File: config.mk
export PLATFORM = sky130hd
export DESIGN_NAME = sdr_wr_burst
export DESIGN_NICKNAME = d
export VERILOG_FILES = /design/src/rtl/sdr_wr_pkg.sv /design/src/rtl/sdr_cmd_decode.sv /design/src/rtl/sdr_burst_ctrl.sv /design/src/rtl/sdr_col_array.sv /design/src/rtl/sdr_wr_burst.sv
export SDC_FILE = /design/constraint.sdc
export NUM_CORES = 2
export LEC_CHECK = 0
export BUFFER_PORTS_ARGS = -buffer_cell sky130_fd_sc_hd__buf_2
export CAP_MARGIN = 20
export CORE_MARGIN = 2
export CORE_UTILIZATION = 27
export DETAILED_ROUTE_END_ITERATION = 7
export SYNTH_ARGS = -nofsm -noshare
export SYNTH_HDL_FRONTEND = slang
export SYNTH_HIERARCHICAL = 1
export SYNTH_SLANG_ARGS = --single-unit
File: constraint.sdc
create_clock -name clk -period 4.9 [get_ports clk]
set_clock_uncertainty 0.05 [all_clocks]
set_input_delay 0.49 -clock clk [delete_from_list [all_inputs] [get_ports clk]]
set_output_delay 0.49 -clock clk [all_outputs]
set_load 0.1 [all_outputs]
File: src/rtl/sdr_wr_pkg.sv
package sdr_wr_pkg;

  typedef enum logic [1:0] {
    CMD_IDLE  = 2'd0,
    CMD_WRITE = 2'd1,
    CMD_OTHER = 2'd2
  } sdr_cmd_e;

  // burst length code n selects 2**n words
  function automatic int unsigned blen_words(input int unsigned code);
    return 32'd1 << code;
  endfunction

endpackage

File: src/rtl/sdr_cmd_decode.sv
module sdr_cmd_decode
  import sdr_wr_pkg::*;
(
  input  logic     cs_n,
  input  logic     ras_n,
  input  logic     cas_n,
  input  logic     we_n,
  output sdr_cmd_e cmd
);

  always_comb begin
    if (cs_n) begin
      cmd = CMD_IDLE;
    end else begin
      unique case ({ras_n, cas_n, we_n})
        3'b111:  cmd = CMD_IDLE;
        3'b100:  cmd = CMD_WRITE;
        default: cmd = CMD_OTHER;
      endcase
    end
  end

endmodule

File: src/rtl/sdr_burst_ctrl.sv
module sdr_burst_ctrl #(
  parameter int COL_W     = 8,
  parameter int BL_LOG2   = 3,
  parameter int SEL_W     = 2
) (
  input  logic             clk,
  input  logic             rst,
  input  logic             start,
  input  logic [COL_W-1:0] start_col,
  input  logic [SEL_W-1:0] len_code,
  output logic             wr_en,
  output logic [COL_W-1:0] wr_col,
  output logic             busy
);

  localparam int CNT_W = BL_LOG2 + 1;

  logic             busy_q;
  logic [COL_W-1:0] base_q;
  logic [CNT_W-1:0] cnt_q;
  logic [CNT_W-1:0] len_words;
  logic [COL_W-1:0] wrap_mask;
  logic [COL_W-1:0] step_col;

  always_comb begin
    len_words = CNT_W'(sdr_wr_pkg::blen_words(32'(len_code)));
    wrap_mask = COL_W'(len_words - 1'b1);
    step_col  = (base_q & ~wrap_mask) |
                ((base_q + COL_W'(cnt_q)) & wrap_mask);
    wr_en     = !rst && (start || busy_q);
    wr_col    = start ? start_col : step_col;
  end

  always_ff @(posedge clk) begin
    if (rst) begin
      busy_q <= 1'b0;
      cnt_q  <= '0;
      base_q <= '0;
    end else if (start) begin
      base_q <= start_col;
      cnt_q  <= CNT_W'(1);
      busy_q <= (len_words != CNT_W'(1));
    end else if (busy_q) begin
      cnt_q <= cnt_q + 1'b1;
      if (cnt_q + 1'b1 == len_words) begin
        busy_q <= 1'b0;
      end
    end
  end

  assign busy = busy_q;

endmodule

File: src/rtl/sdr_col_array.sv
module sdr_col_array #(
  parameter int COL_W  = 8,
  parameter int DATA_W = 16
) (
  input  logic              clk,
  input  logic              wr_en,
  input  logic [COL_W-1:0]  wr_col,
  input  logic [DATA_W-1:0] wr_data,
  input  logic [COL_W-1:0]  rd_col,
  output logic [DATA_W-1:0] rd_word
);

  localparam int DEPTH = 1 << COL_W;

  logic [DATA_W-1:0] mem [DEPTH];

  always_ff @(posedge clk) begin
    if (wr_en) begin
      mem[wr_col] <= wr_data;
    end
  end

  always_ff @(posedge clk) begin
    rd_word <= mem[rd_col];
  end

endmodule

File: src/rtl/sdr_wr_burst.sv
module sdr_wr_burst
  import sdr_wr_pkg::*;
#(
  parameter int COL_W   = 8,
  parameter int DATA_W  = 16,
  parameter int BL_LOG2 = 3,
  parameter int SEL_W   = 2
) (
  input  logic              clk,
  input  logic              rst,
  input  logic              cs_n,
  input  logic              ras_n,
  input  logic              cas_n,
  input  logic              we_n,
  input  logic [COL_W-1:0]  col_addr,
  input  logic [DATA_W-1:0] dq_in,
  input  logic [SEL_W-1:0]  blen_sel,
  input  logic [COL_W-1:0]  rd_addr,
  output logic [DATA_W-1:0] rd_data,
  output logic              busy
);

  sdr_cmd_e         cmd;
  logic             wr_en;
  logic [COL_W-1:0] wr_col;

  sdr_cmd_decode u_dec (
    .cs_n  (cs_n),
    .ras_n (ras_n),
    .cas_n (cas_n),
    .we_n  (we_n),
    .cmd   (cmd)
  );

  sdr_burst_ctrl #(
    .COL_W   (COL_W),
    .BL_LOG2 (BL_LOG2),
    .SEL_W   (SEL_W)
  ) u_ctrl (
    .clk       (clk),
    .rst       (rst),
    .start     (cmd == CMD_WRITE),
    .start_col (col_addr),
    .len_code  (blen_sel),
    .wr_en     (wr_en),
    .wr_col    (wr_col),
    .busy      (busy)
  );

  sdr_col_array #(
    .COL_W  (COL_W),
    .DATA_W (DATA_W)
  ) u_mem (
    .clk     (clk),
    .wr_en   (wr_en),
    .wr_col  (wr_col),
    .wr_data (dq_in),
    .rd_col  (rd_addr),
    .rd_word (rd_data)
  );

endmodule

---- Word level (Yosys, flattened, before mapping) ----
Memory sizes are Yosys's and may differ from the RTL's. A register that Yosys moved wholly into a read port is not among the register bits.
Cells that the tools add are included.
storage, ports and cells
  register bits after elaboration ......... 13
  RAM bits ................................ 4096
  input bits .............................. 40
  output and inout port bits .............. 17
  logic and storage cells ................. 33
  memories kept ........................... 1
memories
  name       depth  bits a word  read ports  clocked after memory_dff  write ports  line                 RTL
  u_mem.mem  256    16           1           1                         1            sdr_col_array.sv:15  logic [DATA_W-1:0] mem [DEPTH];
cells by class
  $add $sub $neg .......................... 3
  equal/unequal tests ..................... 5
  shift operators ......................... 1
  multiplexer cells ....................... 10
  bitwise logic cells ..................... 4
  reduce and logical (&&, ||, !) cells .... 5
operator list
  cell                                                 number
  bitwise AND 8 bit                                    2
  adder 8 x 4 -> 8 bit                                 1
  2-to-1 mux 8 bit                                     1
  inverter 8 bit                                       1
  bitwise OR 8 bit                                     1
  2-to-1 mux 1 bit                                     7
  equality test 3 bit, second input constant           2
  subtractor 4 x 1 -> 5 bit, second input constant     1
  adder 4 x 1 -> 4 bit, second input constant          1
  equality test 4 bit                                  1
  != test 4 x 1 -> 1 bit, second input constant        1
  one-hot mux 2 bit (2 select lines)                   1
  << shifter 1 x 2 -> 4 bit, first input constant      1
  equality test 2 x 1 -> 1 bit, second input constant  1
  2-to-1 mux 2 bit                                     1
  nonzero test 2 bit                                   1
  OR reduction 2 bit                                   1
  logical AND 1 bit                                    1
  logical NOT 1 bit                                    1
  logical OR 1 bit                                     1

---- Logic depth before layout (Yosys ltp) ----
  depth in word-level cells ............... 8
  gate-level depth with buffers ........... 13
  depth with buffers taken out ............ 11

---- Cells and area by module ----
The synthesis kept the hierarchy.
modules (own cells, without submodules)
  module          times used  cells each  area each (sq um)  sequential area each (sq um)
  sdr_col_array   1           7360        158714.7           123318.3
  sdr_burst_ctrl  1           82          710.7              260.2
  sdr_cmd_decode  1           3           22.5               0.0
  sdr_wr_burst    1           1           13.8               0.0

---- Least setup slack after synthesis ----
OpenSTA, ideal clock, no wires.
  path type ............................... in2reg
  start point ............................. input cas_n
  end point ............................... memory u_mem.mem[237][0] (enable)
  library setup time ...................... 388 ps
  data arrival time ....................... 3385 ps
  slack ................................... 1077 ps
  cell stages on the path ................. 12
  buffers on the path ..................... 5
  path through ............................ nor4b_1 > nor2b_4 > buf_2 > buf_1 > nand2_1 > o21ai_0 > clkbuf_1 > nor2b_1 > clkbuf_1 > nand4_1 > clkbuf_1 > nor2_1
between the ends
  elaborated cells between the ends (all ways) .. 10
  classes of those cells .................. eq/ne: 3; mux: 5; reduce/logical: 2
RTL lines
  item                                    line                  RTL
  from (decl)                             sdr_wr_burst.sv:13    input logic cas_n,
  equality test 3 bit                     sdr_cmd_decode.sv:15  unique case ({ras_n, cas_n, we_n})
  one-hot mux 2 bit (2 select lines) (*)  sdr_cmd_decode.sv:15
  2-to-1 mux 2 bit (*)                    sdr_cmd_decode.sv:12  if (cs_n) begin
  equality test 2 x 1 -> 1 bit (*)        sdr_wr_burst.sv:42    .start (cmd == CMD_WRITE),
  2-to-1 mux 8 bit (*)                    sdr_burst_ctrl.sv:31  wr_col = start ? start_col : step_col;
  named net wr_col[0]                     sdr_wr_burst.sv:25    logic [COL_W-1:0] wr_col;
  to (decl)                               sdr_col_array.sv:15
The timed path passes the listed nets; every way through them passes the cells marked *.

---- Worst setup path in the final report ----
  start point ............................. register u_ctrl.cnt_q[0]
  end point ............................... memory u_mem.mem[132][0] (enable)
between the ends
  word-level cells in the longest chain between the ends .. 4
RTL lines
  item                    line                  RTL
  from (decl)             sdr_burst_ctrl.sv:20  logic [CNT_W-1:0] cnt_q;
  from (signal assigned)  sdr_burst_ctrl.sv:44  cnt_q <= cnt_q + 1'b1;
  adder 8 x 4 -> 8 bit    sdr_burst_ctrl.sv:29  ((base_q + COL_W'(cnt_q)) & wrap_mask);
  bitwise AND 8 bit       sdr_burst_ctrl.sv:29
  bitwise OR 8 bit        sdr_burst_ctrl.sv:28  step_col = (base_q & ~wrap_mask) |
  2-to-1 mux 8 bit        sdr_burst_ctrl.sv:31
  named net wr_col[2]     sdr_wr_burst.sv:25
The timed path passes the listed nets, and every way through them passes these cells.

==> run_results.csv <==
group,metric,value,unit
detailed_routing,firstDrtPassIters,6,
synthesis,synthFlopType,"edfxtp_1",
die,row_count,282,
cts,cts.sinks,4125,
grt,grt_pass1_vias,80000,
detailed_routing,viasPerCell,4.99,
cts,htreeDepth,5,
synthesis,synth.distinct_cells,60,
die,start_util,27.1,%
setup_path,end_kind,"flop",
detailed_routing,drcViolationCount,0,
die,die_x,773,um
placement,portBuffers,56,
setup_path,cp_data_arrival_time,5.02,ns
detailed_routing,wl_per_cell,27.6,um
synthesis,yosys_warnings,6,
synthesis,synth-seq-area-share,77.5,%
finish,fillCellCount,55600,
setup_path,cp_max_fo,16,
finish,drive_gt1_share,26.3,%
setup_path,reg2regPathDepth,13,
run_status,status,"complete, no violations",
synthesis,syn_area,159000,um^2
finish,design_area,186000,um^2
sta,slew_violations,0,
sta,setup_slack,0.407,ns
die,ios,57,
die,die_area,597000,um^2
die,core-area,589000,um^2
synthesis,synth_top_cells_by_area,"edfxtp_1 (77%), mux4_2 (11%), mux2i_1 (3.6%)",
power_and_ir_drop,total_leakage_power,58.1,nW
synthesis,synth-async-reset-ratio,0,%
setup_path,reg2reg_setup_slack,0.41,ns
power_and_ir_drop,powerDensity,398,nW/um^2
placement,postPlaceCellArea,173000,um^2
grt,grt_usage,14.5,%
sta,fin_crit_sh,91.7,%
sta,totalNegativeSetupSlack,0,ns
finish,area_delta_synth_final,16.8,%
sta,slew_headroom,20.3,%
hold_path,hold_depth,1,
die,die_h,773,um
grt,grt_start_max_net_pins,124,
synthesis,syn_avg_cell_area,21.4,um^2
setup_path,start_kind,"flop",
cts,cts_resized,0,
cts,clockRootBuffer,"clkbuf_16",
placement,routabilityCongestion,0.898,
synthesis,syn-num-nets,7489,
detailed_routing,dr_total_vias,81100,
sta,rsz0062_at_grt,"false",
placement,pre_cts_ws,0.324,ns
setup_path,required,5.43,ns
cts,clk_path_buf_depth,4,
grt,antenna_found_initial,23,
synthesis,syn_inst,7446,
grt,grt_overflow,0,
detailed_routing,drt_wl_total,448000,um
sta,setup_viol,0,
cts,tritoncts,"done",
synthesis,synth.top_cell.area_share,77.1,%
finish,final_nets,8127,
hold_path,hold_class,"in2reg",
cts,clk_latency,0.97,ns
detailed_routing,drtIter0Drc,10700,
synthesis,yosysTopAreaCell,"edfxtp_1",
sta,fmax,223,MHz
cts,cts_setup_buffers,0,
placement,dp.cells,15500,
cts,cts_made_buffers,397,
sta,period_needed,4.49,ns
sta,worst_pin_slew,1.19,ns
cts,hold_buffers,17,
synthesis,synth_seq_cells,4125,
setup_path,path_class,"reg2reg",
detailed_routing,drtAntennaViolNets,0,
finish,finalNonFillerCells,16200,
sta,hold_viol_final,0,
grt,grt_pass1_wl,624000,um
power_and_ir_drop,ir_drop,0.000299,V
synthesis,synth_edf_count,4096,
placement,hpwl,280000,um
job,maxCapViolations,0,
cts,clk_pin_slew,0.06,ns
sta,whs,0.0206,ns
==> per-stage QoR <==
| stage | utilization (%) | power, mW |
|---|---|---|
| 2_1_floorplan | - | 41.6 |
| 3_3_place_gp | 29.3 | 43.6 |
| 3_5_place_dp | 29.3 | 43.7 |
| 4_1_cts | 31.6 | 74.7 |
| 5_1_grt | 31.6 | 76.1 |
| 6_report | 31.6 | 74.2 |
==> power by group <==
part           total [mW]  switching [mW]  leakage [nW]  internal, mW
Combinational        4.03            2.73          14.7          1.31
Sequential           38.9          0.0730          37.0          38.8
Clock                31.3            13.2          6.44          18.1
==> cell usage in the layout, fill, tap and decap left out, drive strengths merged, types with 17 or more instances in the layout <==
cell / n
bufinv: 53
o221ai: 253
mux2: 93
nor2: 312
nor4: 18
o21ai: 42
clkinv: 164
a221oi: 28
mux4: 797
nand2: 44
dlygate4sd3: 17
diode: 28
o32ai: 21
edfxtp: 4096
nor3: 95
buf: 678
mux2i: 567
a22oi: 43
dfxtp: 29
nand4: 27
a21oi: 181
nand3: 37
a211oi: 18
clkbuf: 478
clkinvlp: 21
inv: 17
o22ai: 148
a22o: 32
==> logic make-up after synthesis <==
logic type | Yosys count | share of synthesized area, %
DFF | 4125 | 77.5
muxes | 1457 | 15.5
AOI/OAI and AO/OA | 798 | 3.56
and+or+nand+nor | 590 | 1.69
buffers and inverters | 464 | 1.71
xor gates and xnor gates | 9 | 0.0494
adders and majority gates | 3 | 0.0282
==> registers in the layout, indices dropped and copies added, names as in the netlist <==
signal and flops:
u_ctrl/base_q 8, u_ctrl/busy 1, u_ctrl/cnt_q 4, u_mem/mem 4096, u_mem/rd_word 16
==> layer usage <==
layer	GRT usage [%]	wire, um	up-vias
met4	5.65	19400	4
li1	-	-	32900
met5	0	23	-
met3	2.77	38300	715
met2	23.6	215000	4073
met1	19.1	175000	43400
==> final timing paths <==
kind                                       end                    startpoint
setup / recovery   u_mem/mem[132][0]$_DFFE_PP_  u_ctrl/cnt_q[0]$_SDFFE_PP0N_
hold / removal    u_mem/mem[121][11]$_DFFE_PP_                     dq_in[11]
setup reg to reg   u_mem/mem[132][0]$_DFFE_PP_  u_ctrl/cnt_q[0]$_SDFFE_PP0N_
hold reg to reg   u_ctrl/cnt_q[1]$_SDFFE_PP0P_  u_ctrl/cnt_q[1]$_SDFFE_PP0P_
==> synth_stat cells, types with 4 or more instances <==
| cell type | n |
|---|---|
| a221oi_1 | 28 |
| nand3_1 | 37 |
| nor2_1 | 312 |
| o31ai_1 | 16 |
| o32ai_1 | 20 |
| xor2_1 | 5 |
| clkbuf_1 | 233 |
| buf_4 | 26 |
| o22ai_1 | 148 |
| a2111oi_0 | 6 |
| nor4_1 | 17 |
| buf_1 | 28 |
| dfxtp_1 | 29 |
| buf_12 | 5 |
| xnor2_1 | 4 |
| nor3_1 | 95 |
| a22oi_1 | 43 |
| buf_2 | 77 |
| nand4b_1 | 4 |
| o221ai_1 | 252 |
| buf_8 | 11 |
| a21oi_1 | 181 |
| and3_1 | 11 |
| mux4_2 | 797 |
| or2_2 | 4 |
| nand4_1 | 27 |
| edfxtp_1 | 4096 |
| mux2i_1 | 567 |
| a31oi_1 | 6 |
| nand2_1 | 44 |
| inv_1 | 6 |
| buf_6 | 77 |
| o21ai_0 | 40 |
| a22o_1 | 32 |
| nand2b_1 | 6 |
| mux2_2 | 90 |
| nor2b_1 | 14 |
| a211oi_1 | 18 |
==> critical path: stages (launching register included) <==
cell and delay, ns:
dfxtp_1 0.50, ha_1 0.23, inv_1 0.07, fa_1 0.37, xor2_1 0.15, nor2_1 0.16, xnor2_1 0.10, o21ai_1 0.46
nor2b_1 0.23, buf_4 0.19, nand3_2 0.60, buf_4 0.48, nor2_1 0.20, buf_4 0.32
==> cell type report <==
class / count / area, um^2 / share of cell area [%]
flip-flops and latches: 4125 / 124000 / 66.3
multi-input cells: 2857 / 33300 / 17.9
clock buffers: 477 / 10500 / 5.63
well taps: 7810 / 9770 / 5.24
repair buffers: 696 / 6270 / 3.36
clock inverters: 248 / 2760 / 1.48
diodes: 28 / 70.1 / 0.0376
inverters: 7 / 38.8 / 0.0208
Note: power is estimated with default switching activity, not from simulation.
